[src/rtl/entropy_pkg.sv]
package entropy_pkg;

  typedef enum logic {
    MODE_COUNT   = 1'b0,
    MODE_CAPTURE = 1'b1
  } sampler_mode_e;

  // number of distinct counter states for a given width / decade choice
  function automatic int unsigned wrap_limit(int unsigned width, bit decade);
    return decade ? 32'd10 : (32'd1 << width);
  endfunction

endpackage

[src/rtl/noise_sync_edge.sv]
module noise_sync_edge #(
  parameter int unsigned STAGES = 2
) (
  input  logic clk,
  input  logic rst_n,
  input  logic async_i,
  output logic rise_o
);

  logic [STAGES-1:0] sync_q, sync_d;
  logic              prev_q, prev_d;

  always_comb begin
    sync_d = {sync_q[STAGES-2:0], async_i};
    prev_d = sync_q[STAGES-1];
  end

  always_ff @(posedge clk or negedge rst_n) begin
    if (!rst_n) begin
      sync_q <= '0;
      prev_q <= 1'b0;
    end else begin
      sync_q <= sync_d;
      prev_q <= prev_d;
    end
  end

  assign rise_o = sync_q[STAGES-1] & ~prev_q;


  single_step_chk: assert property (@(posedge clk) disable iff (!rst_n)
    rise_o |=> !rise_o);

endmodule

[src/rtl/pulse_digit_counter.sv]
module pulse_digit_counter
  import entropy_pkg::*;
#(
  parameter int unsigned DIGIT_W = 4,
  parameter bit          DECADE  = 1'b0
) (
  input  logic               clk,
  input  logic               rst_n,
  input  logic               step_i,
  input  logic               tick_i,
  output logic [DIGIT_W-1:0] digit_o,
  output logic               valid_o
);

  localparam int unsigned        LIMIT = wrap_limit(DIGIT_W, DECADE);
  localparam logic [DIGIT_W-1:0] TOP   = DIGIT_W'(LIMIT - 1);

  logic [DIGIT_W-1:0] cnt_q, cnt_d;
  logic [DIGIT_W-1:0] digit_q, digit_d;
  logic               vld_q, vld_d;

  always_comb begin
    cnt_d = cnt_q;
    if (step_i) begin
      if (cnt_q == TOP) cnt_d = '0;
      else              cnt_d = cnt_q + DIGIT_W'(1);
    end
    digit_d = tick_i ? cnt_q : digit_q;
    vld_d   = tick_i;
  end

  always_ff @(posedge clk or negedge rst_n) begin
    if (!rst_n) begin
      cnt_q   <= '0;
      digit_q <= '0;
      vld_q   <= 1'b0;
    end else begin
      cnt_q   <= cnt_d;
      vld_q   <= vld_d;
      if (tick_i) digit_q <= digit_d;
    end
  end

  assign digit_o = digit_q;
  assign valid_o = vld_q;


  cnt_range_chk: assert property (@(posedge clk) disable iff (!rst_n)
    cnt_q <= TOP);


  cnt_hold_chk: assert property (@(posedge clk) disable iff (!rst_n)
    !step_i |=> $stable(cnt_q));


  tick_strobe_chk: assert property (@(posedge clk) disable iff (!rst_n)
    tick_i |=> valid_o);


  digit_hold_chk: assert property (@(posedge clk) disable iff (!rst_n)
    !tick_i |=> !valid_o && $stable(digit_o));

endmodule

[src/rtl/phase_bit_capture.sv]
module phase_bit_capture #(
  parameter int unsigned BYTE_W = 8
) (
  input  logic              clk,
  input  logic              rst_n,
  input  logic              step_i,
  output logic              bit_o,
  output logic              bit_valid_o,
  output logic [BYTE_W-1:0] byte_o,
  output logic              byte_valid_o
);

  localparam int unsigned     CW   = $clog2(BYTE_W);
  localparam logic [CW-1:0]   LAST = CW'(BYTE_W - 1);

  logic              tog_q, tog_d;
  logic              bit_q, bit_d, bvld_q, bvld_d;
  logic [BYTE_W-1:0] sh_q, sh_d, byte_q, byte_d;
  logic [CW-1:0]     n_q, n_d;
  logic              byvld_q, byvld_d;
  logic              last_step;

  always_comb begin
    tog_d     = ~tog_q;
    last_step = step_i && (n_q == LAST);
    sh_d      = {sh_q[BYTE_W-2:0], tog_q};
    n_d       = last_step ? '0 : n_q + CW'(1);
    bit_d     = tog_q;
    bvld_d    = step_i;
    byte_d    = sh_d;
    byvld_d   = last_step;
  end

  always_ff @(posedge clk or negedge rst_n) begin
    if (!rst_n) begin
      tog_q   <= 1'b0;
      bit_q   <= 1'b0;
      bvld_q  <= 1'b0;
      sh_q    <= '0;
      n_q     <= '0;
      byte_q  <= '0;
      byvld_q <= 1'b0;
    end else begin
      tog_q   <= tog_d;
      bvld_q  <= bvld_d;
      byvld_q <= byvld_d;
      if (step_i) begin
        bit_q <= bit_d;
        sh_q  <= sh_d;
        n_q   <= n_d;
      end
      if (last_step) byte_q <= byte_d;
    end
  end

  assign bit_o        = bit_q;
  assign bit_valid_o  = bvld_q;
  assign byte_o       = byte_q;
  assign byte_valid_o = byvld_q;


  toggle_flip_chk: assert property (@(posedge clk) disable iff (!rst_n)
    1'b1 |=> tog_q != $past(tog_q));


  bit_capture_chk: assert property (@(posedge clk) disable iff (!rst_n)
    step_i |=> bit_valid_o && (bit_o == $past(tog_q)));


  byte_with_bit_chk: assert property (@(posedge clk) disable iff (!rst_n)
    byte_valid_o |-> bit_valid_o && (byte_o[0] == bit_o));

endmodule

[src/rtl/jitter_entropy_sampler.sv]
module jitter_entropy_sampler
  import entropy_pkg::*;
#(
  parameter sampler_mode_e MODE        = MODE_COUNT,
  parameter int unsigned   DIGIT_W     = 4,
  parameter bit            DECADE      = 1'b0,
  parameter int unsigned   BYTE_W      = 8,
  parameter int unsigned   SYNC_STAGES = 2
) (
  input  logic               clk,
  input  logic               rst_n,
  input  logic               noise_in,
  input  logic               sample_tick,
  output logic [DIGIT_W-1:0] digit_out,
  output logic               digit_valid,
  output logic               bit_out,
  output logic               bit_valid,
  output logic [BYTE_W-1:0]  byte_out,
  output logic               byte_valid
);

  logic step;

  noise_sync_edge #(.STAGES(SYNC_STAGES)) u_sync (
    .clk     (clk),
    .rst_n   (rst_n),
    .async_i (noise_in),
    .rise_o  (step)
  );

  generate
    if (MODE == MODE_COUNT) begin : g_count
      pulse_digit_counter #(.DIGIT_W(DIGIT_W), .DECADE(DECADE)) u_cnt (
        .clk     (clk),
        .rst_n   (rst_n),
        .step_i  (step),
        .tick_i  (sample_tick),
        .digit_o (digit_out),
        .valid_o (digit_valid)
      );
      assign bit_out    = 1'b0;
      assign bit_valid  = 1'b0;
      assign byte_out   = '0;
      assign byte_valid = 1'b0;
    end else begin : g_capture
      logic unused_tick;
      assign unused_tick = sample_tick;
      phase_bit_capture #(.BYTE_W(BYTE_W)) u_cap (
        .clk          (clk),
        .rst_n        (rst_n),
        .step_i       (step),
        .bit_o        (bit_out),
        .bit_valid_o  (bit_valid),
        .byte_o       (byte_out),
        .byte_valid_o (byte_valid)
      );
      assign digit_out   = '0;
      assign digit_valid = 1'b0;
    end
  endgenerate


  idle_outputs_chk: assert property (@(posedge clk) disable iff (!rst_n)
    (MODE == MODE_COUNT) ? (!bit_valid && !byte_valid) : !digit_valid);

endmodule

[config.mk]
export PLATFORM = sky130hd
export DESIGN_NAME = jitter_entropy_sampler
export DESIGN_NICKNAME = d
export VERILOG_FILES = /design/src/rtl/entropy_pkg.sv /design/src/rtl/noise_sync_edge.sv /design/src/rtl/pulse_digit_counter.sv /design/src/rtl/phase_bit_capture.sv /design/src/rtl/jitter_entropy_sampler.sv
export SDC_FILE = /design/constraint.sdc
export NUM_CORES = 1
export LEC_CHECK = 0
export BUFFER_PORTS_ARGS = -buffer_cell sky130_fd_sc_hd__buf_2
export CAP_MARGIN = 20
export CORE_AREA = 2 2 39 41
export DETAILED_ROUTE_END_ITERATION = 10
export DIE_AREA = 0 0 41 43
export GPL_TIMING_DRIVEN = 1
export PLACE_DENSITY = 0.67
export REMOVE_ABC_BUFFERS = 1
export SLEW_MARGIN = 25
export SYNTH_ARGS = -nofsm -noshare
export SYNTH_HDL_FRONTEND = slang
export SYNTH_SLANG_ARGS = --single-unit
[constraint.sdc]
create_clock -name clk -period 1.5 [get_ports clk]
set_input_delay 0.3 -clock clk [delete_from_list [all_inputs] [get_ports clk]]
set_output_delay 0.3 -clock clk [all_outputs]
set_load 0.03 [all_outputs]
Word level (Yosys, flattened, before mapping). Index checks and enable logic that the tools add are counted.

Register bits after elaboration: 12. Bits of input ports: 4. Output and inout port bits: 16. Word-level logic and storage cells: 10.

Add/subtract/negate cells: 1. Equal/unequal tests: 1. Multiplexer cells: 1. Bitwise gates (word level): 2.

Operator list (number): 4-bit by 1-bit adder with 4-bit output (second input constant) (1); 4-bit equality test (second input constant) (1); 4-bit 2-to-1 mux (1); 1-bit bitwise AND (1); 1-bit inverter (1).

Longest topological paths before layout.
Depth after elaboration: 2. Depth in mapped cells: 4. Gate-level depth less buffers: 4.

Hierarchy. From an unflattened synthesis, not the netlist that was laid out.

Cells, all modules: 42. Area, all modules: 525.5 µm².

By module, submodules not included: pulse_digit_counter (times used 1, cells each 26, area an instance 350.3 µm², sequential area each 225.2 µm²); noise_sync_edge (times used 1, cells each 4, area an instance 88.8 µm², sequential area each 75.1 µm²); jitter_entropy_sampler (times used 1, cells each 12, area an instance 86.3 µm², sequential area each 0.0 µm²).

Worst setup path after synthesis. Ideal clock, no wire load.

Path type: register to register. Start point: reg g_count.u_cnt.cnt_q[0]. End point: reg g_count.u_cnt.cnt_q[1]. Arrival: 0.933 ns. Data required time: 1.375 ns. Slack: 0.442 ns. Cell stages (with the launch flop): 3. Cells stage by stage: dfrtp_1 > ha_1 > mux2_4.

Word-level cells in the longest chain between the ends: 2. Elaborated cells on any way between the ends: 3. Classes of those cells: 1 x add/sub; 1 x eq/ne; 1 x mux.

Ends and longest elaborated chain: start: declaration (line pulse_digit_counter.sv:18) `logic [DIGIT_W-1:0] cnt_q, cnt_d;`; start signal: assignment (line pulse_digit_counter.sv:38) `cnt_q <= cnt_d;`; 4-bit by 1-bit adder with 4-bit output or 4-bit equality test (tied branches) (line pulse_digit_counter.sv:26, pulse_digit_counter.sv:25); 4-bit 2-to-1 mux (*) (line pulse_digit_counter.sv:25) `if (cnt_q == TOP) cnt_d = '0;`.

Mark *: on every way between the ends. The rest lies on a longest branch, timed or not. A chain may end at the register's enable or synchronous reset.

Final worst setup path.
Start point: reg g_count.u_cnt.digit_q[0] (netlist: g_count.u_cnt.digit_o[0]). End point: out digit_out[0].

RTL lines: start: declaration (line pulse_digit_counter.sv:19) `logic [DIGIT_W-1:0] digit_q, digit_d;`; start signal: assignment (line pulse_digit_counter.sv:40) `if (tick_i) digit_q <= digit_d;`; end: declaration (line jitter_entropy_sampler.sv:14) `output logic [DIGIT_W-1:0] digit_out,`.

No word-level cell between the ends.

==> key figures <==
Clock tree
  – Clk Latency, worst-skew pair: 280 ps
  – Post-CTS Setup Inserts: 0
  – Clock Path Buffers: 2
  – Clk slew on worst S/H paths: 70 ps
  – CTS resizes: 0
  – Sink count of the clock tree: 12
  – TritonCTS buffer count: 3
  – CTS tree: yes
  – Root buffer cell: clkbuf_4
  – # H-tree levels: 1

Drt
  – Vias: 311
  – First DRT Iteration DRCs: 4
  – Antenna Nets Post-Route: 0
  – DR pass1 iterations: 4
  – Final WL: 789 um
  – DRC viols: 0
  – Wire length per cell: 11.4 um
  – Routed vias/inst: 4.51

Cells and area
  – # fillers: 134
  – Share of layout cells above drive strength 1: 34.0%
  – Layout area overhead: 11.5%
  – Multi-input gate area: 188 um2
  – Layout Utilization: 42.9%
  – Antenna Cells: 0
  – Sequential standard cell area: 300 um2
  – Nets: 59

Die
  – Die W: 41 um
  – Initial Utilization: 38.5%
  – Die area: 1760 um2
  – Row Count: 14
  – Core area: 1380 um2
  – Die Ht: 43 um
  – IO Count: 20

Critical path
  – Req. time, crit path: 1200 ps
  – Critical path arrival: 840 ps
  – CP max stage delay: 390 ps
  – Startpoint Class: register
  – CP Max Fanout: 2
  – CP max-delay cell: dfrtp_1
  – WP buf/inv: 1
  – Crit. Startpoint: g_count.u_cnt.digit_o[0]$_DFFE_PN0P_
  – Delay-heaviest family, CP: flip-flops
  – Critical path class: reg2out
  – FF-to-FF Start: g_count.u_cnt.cnt_q[0]$_DFFE_PN0P_
  – CP cell instances: buf_2
  – Crit path capture type: output port
  – R2R setup slack: 400 ps

Pwr
  – Net Sw Power: 398 uW
  – Power density over cell area: 1840 nW/um2
  – Static Leak: 0.000292 uW
  – Int Power: 698 uW
  – Worst VDD drop: 758 uV
  – Share of power burned in combinational logic: 30.8%
  – Net Sw Frac: 36.3%
  – Clock power frac: 23.4%
  – Sequential share of power: 45.8%

STA
  – Hold Slack: 128 ps
  – Fin. max-slew vios: 0
  – Tmin final: 1140 ps
  – F_max: 875 MHz
  – Setup Skew: 4.35 ps
  – Final Hold Vio Count: 0
  – Crit share post-route: 76.2%
  – RSZ-0062 raised after global routing: no
  – Setup ws final: 357 ps
  – Setup TNS: 0 ps
  – Final setup viols: 0

Synthesis
  – Top-area cell type share of the netlist area: 56.3%
  – Gate count of the mapped netlist: 41
  – Seq cells post-synth: 12
  – Post-synth EDFFs: 0
  – Yosys top cell by area: dfrtp_1
  – Count leader, synth: dfrtp_1
  – Post-synth cell types: 16
  – Yosys warnings: 0
  – Sequential area share after synthesis: 56.3%
  – Post-synth top flop: dfrtp_1
  – Synth top cells by count: dfrtp_1 (12), buf_4 (11), mux2_2 (4), nand2_1 (2)
  – Syn_area_per_cell: 13.0 um2
  – Mapped cell area: 533 um2
  – Ys async rst share: 100%
  – Synth area leaders: dfrtp_1 (56%), buf_4 (15%), mux2_2 (8.5%), mux2_4 (2.8%), nor2b_4 (2.6%)

Global routing
  – First-pass GRT wire length: 1.31 mm
  – All-Layer GR Usage: 12.1%
  – Largest net degree at the start of global routing: 13
  – Initial antenna violation count: 0
  – Total gr overflow: 0
  – Vias in the first global route: 290

Worst hold path
  – Hold Path Class: in2reg
  – HP Start: noise_in

Place
  – Number of I/O port buffers: 8
  – Global placer's final weighted congestion: 0.692
  – Setup WS pre-CTS: 411 ps
  – HPWL Detailed: 566 um

Flow run
  – Max Cap Viol: 0

Outcome
  – Status: finished clean
-- repair_timing --
| item | CTS | global route |
|---|---|---|
| endpoints found under the hold margin | 12 | 0 |
| hold buffers | 1 | 0 |
| setup endpoints to repair | 0 | 0 |
-- layer usage --
layer	vias up	GRT usage [%]	share of wire (%)
li1	142	-	-
met1	150	14.9	40
met2	15	15.9	49
met3	4	3.14	6.1
met4	0	12.0	4.8
met5	-	0	0
-- cells in the final DEF (no fill, tap or decap), types with 2 or more instances in the layout --
| master | count |
|---|---|
| dfrtp_1 | 12 |
| clkbuf_4 | 3 |
| conb_1 | 11 |
| buf_2 | 8 |
| nand2_1 | 2 |
| mux2_2 | 4 |
-- worst register-to-register path, stage by stage (launching register included) --
cell and delay, ps:
dfrtp_1 430, ha_1 310, mux2_4 260
-- power by group through the flow --
stage                     clock network [uW]  logic [uW]  registers, uW
final                                    257         338            502
after global routing                     283         368            520
after CTS                                264         341            502
after detailed placement                   0         337            507
after global placement                     0         330            501
after floorplan                            0         160            588
-- final cells by class --
cell class                      count  area share, %
Sequential cell                    12           50.5
Multi-Input combinational cell     28           31.6
Timing Repair Buffer                9           8.42
Clock buffer                        4           6.11
Tap cell                           16           3.37
-- worst paths after layout --
path,to,cells after the start
max,digit_out[0],1
max reg2reg,g_count.u_cnt.cnt_q[1]$_DFFE_PN0P_,2
max in group asynchronous,u_sync.sync_q[0]$_DFF_PN0_,2
min,u_sync.sync_q[0]$_DFF_PN0_,1
min reg2reg,u_sync.sync_q[1]$_DFF_PN0_,0
min in group asynchronous,g_count.u_cnt.digit_o[1]$_DFFE_PN0P_,2
-- registers in the layout, summed over array words and instances (netlist names) --
register,cells
g_count.u_cnt.cnt_q,4
g_count.u_cnt.valid_o,1
g_count.u_cnt.digit_o,4
u_sync.prev_q,1
u_sync.sync_q,2
-- kinds of logic after synthesis --
group | synth area share, %
compound gates | 2.81
xor+xnor | 1.64
fa+ha+maj | 2.35
buf+inv | 15.5
flops | 56.3
mux | 13.1
other cells | 0.704
simple gates | 7.51
-- through the flow --
stage | cells | area, um2 | power (uW)
floorplan | 40 | 488 | 748
global placement | 64 | 548 | 831
detailed placement | 64 | 548 | 844
CTS | 69 | 594 | 1110
global route | 69 | 594 | 1170
finish | 69 | 594 | 1100
No activity file was read; power rests on OpenSTA's default activity.
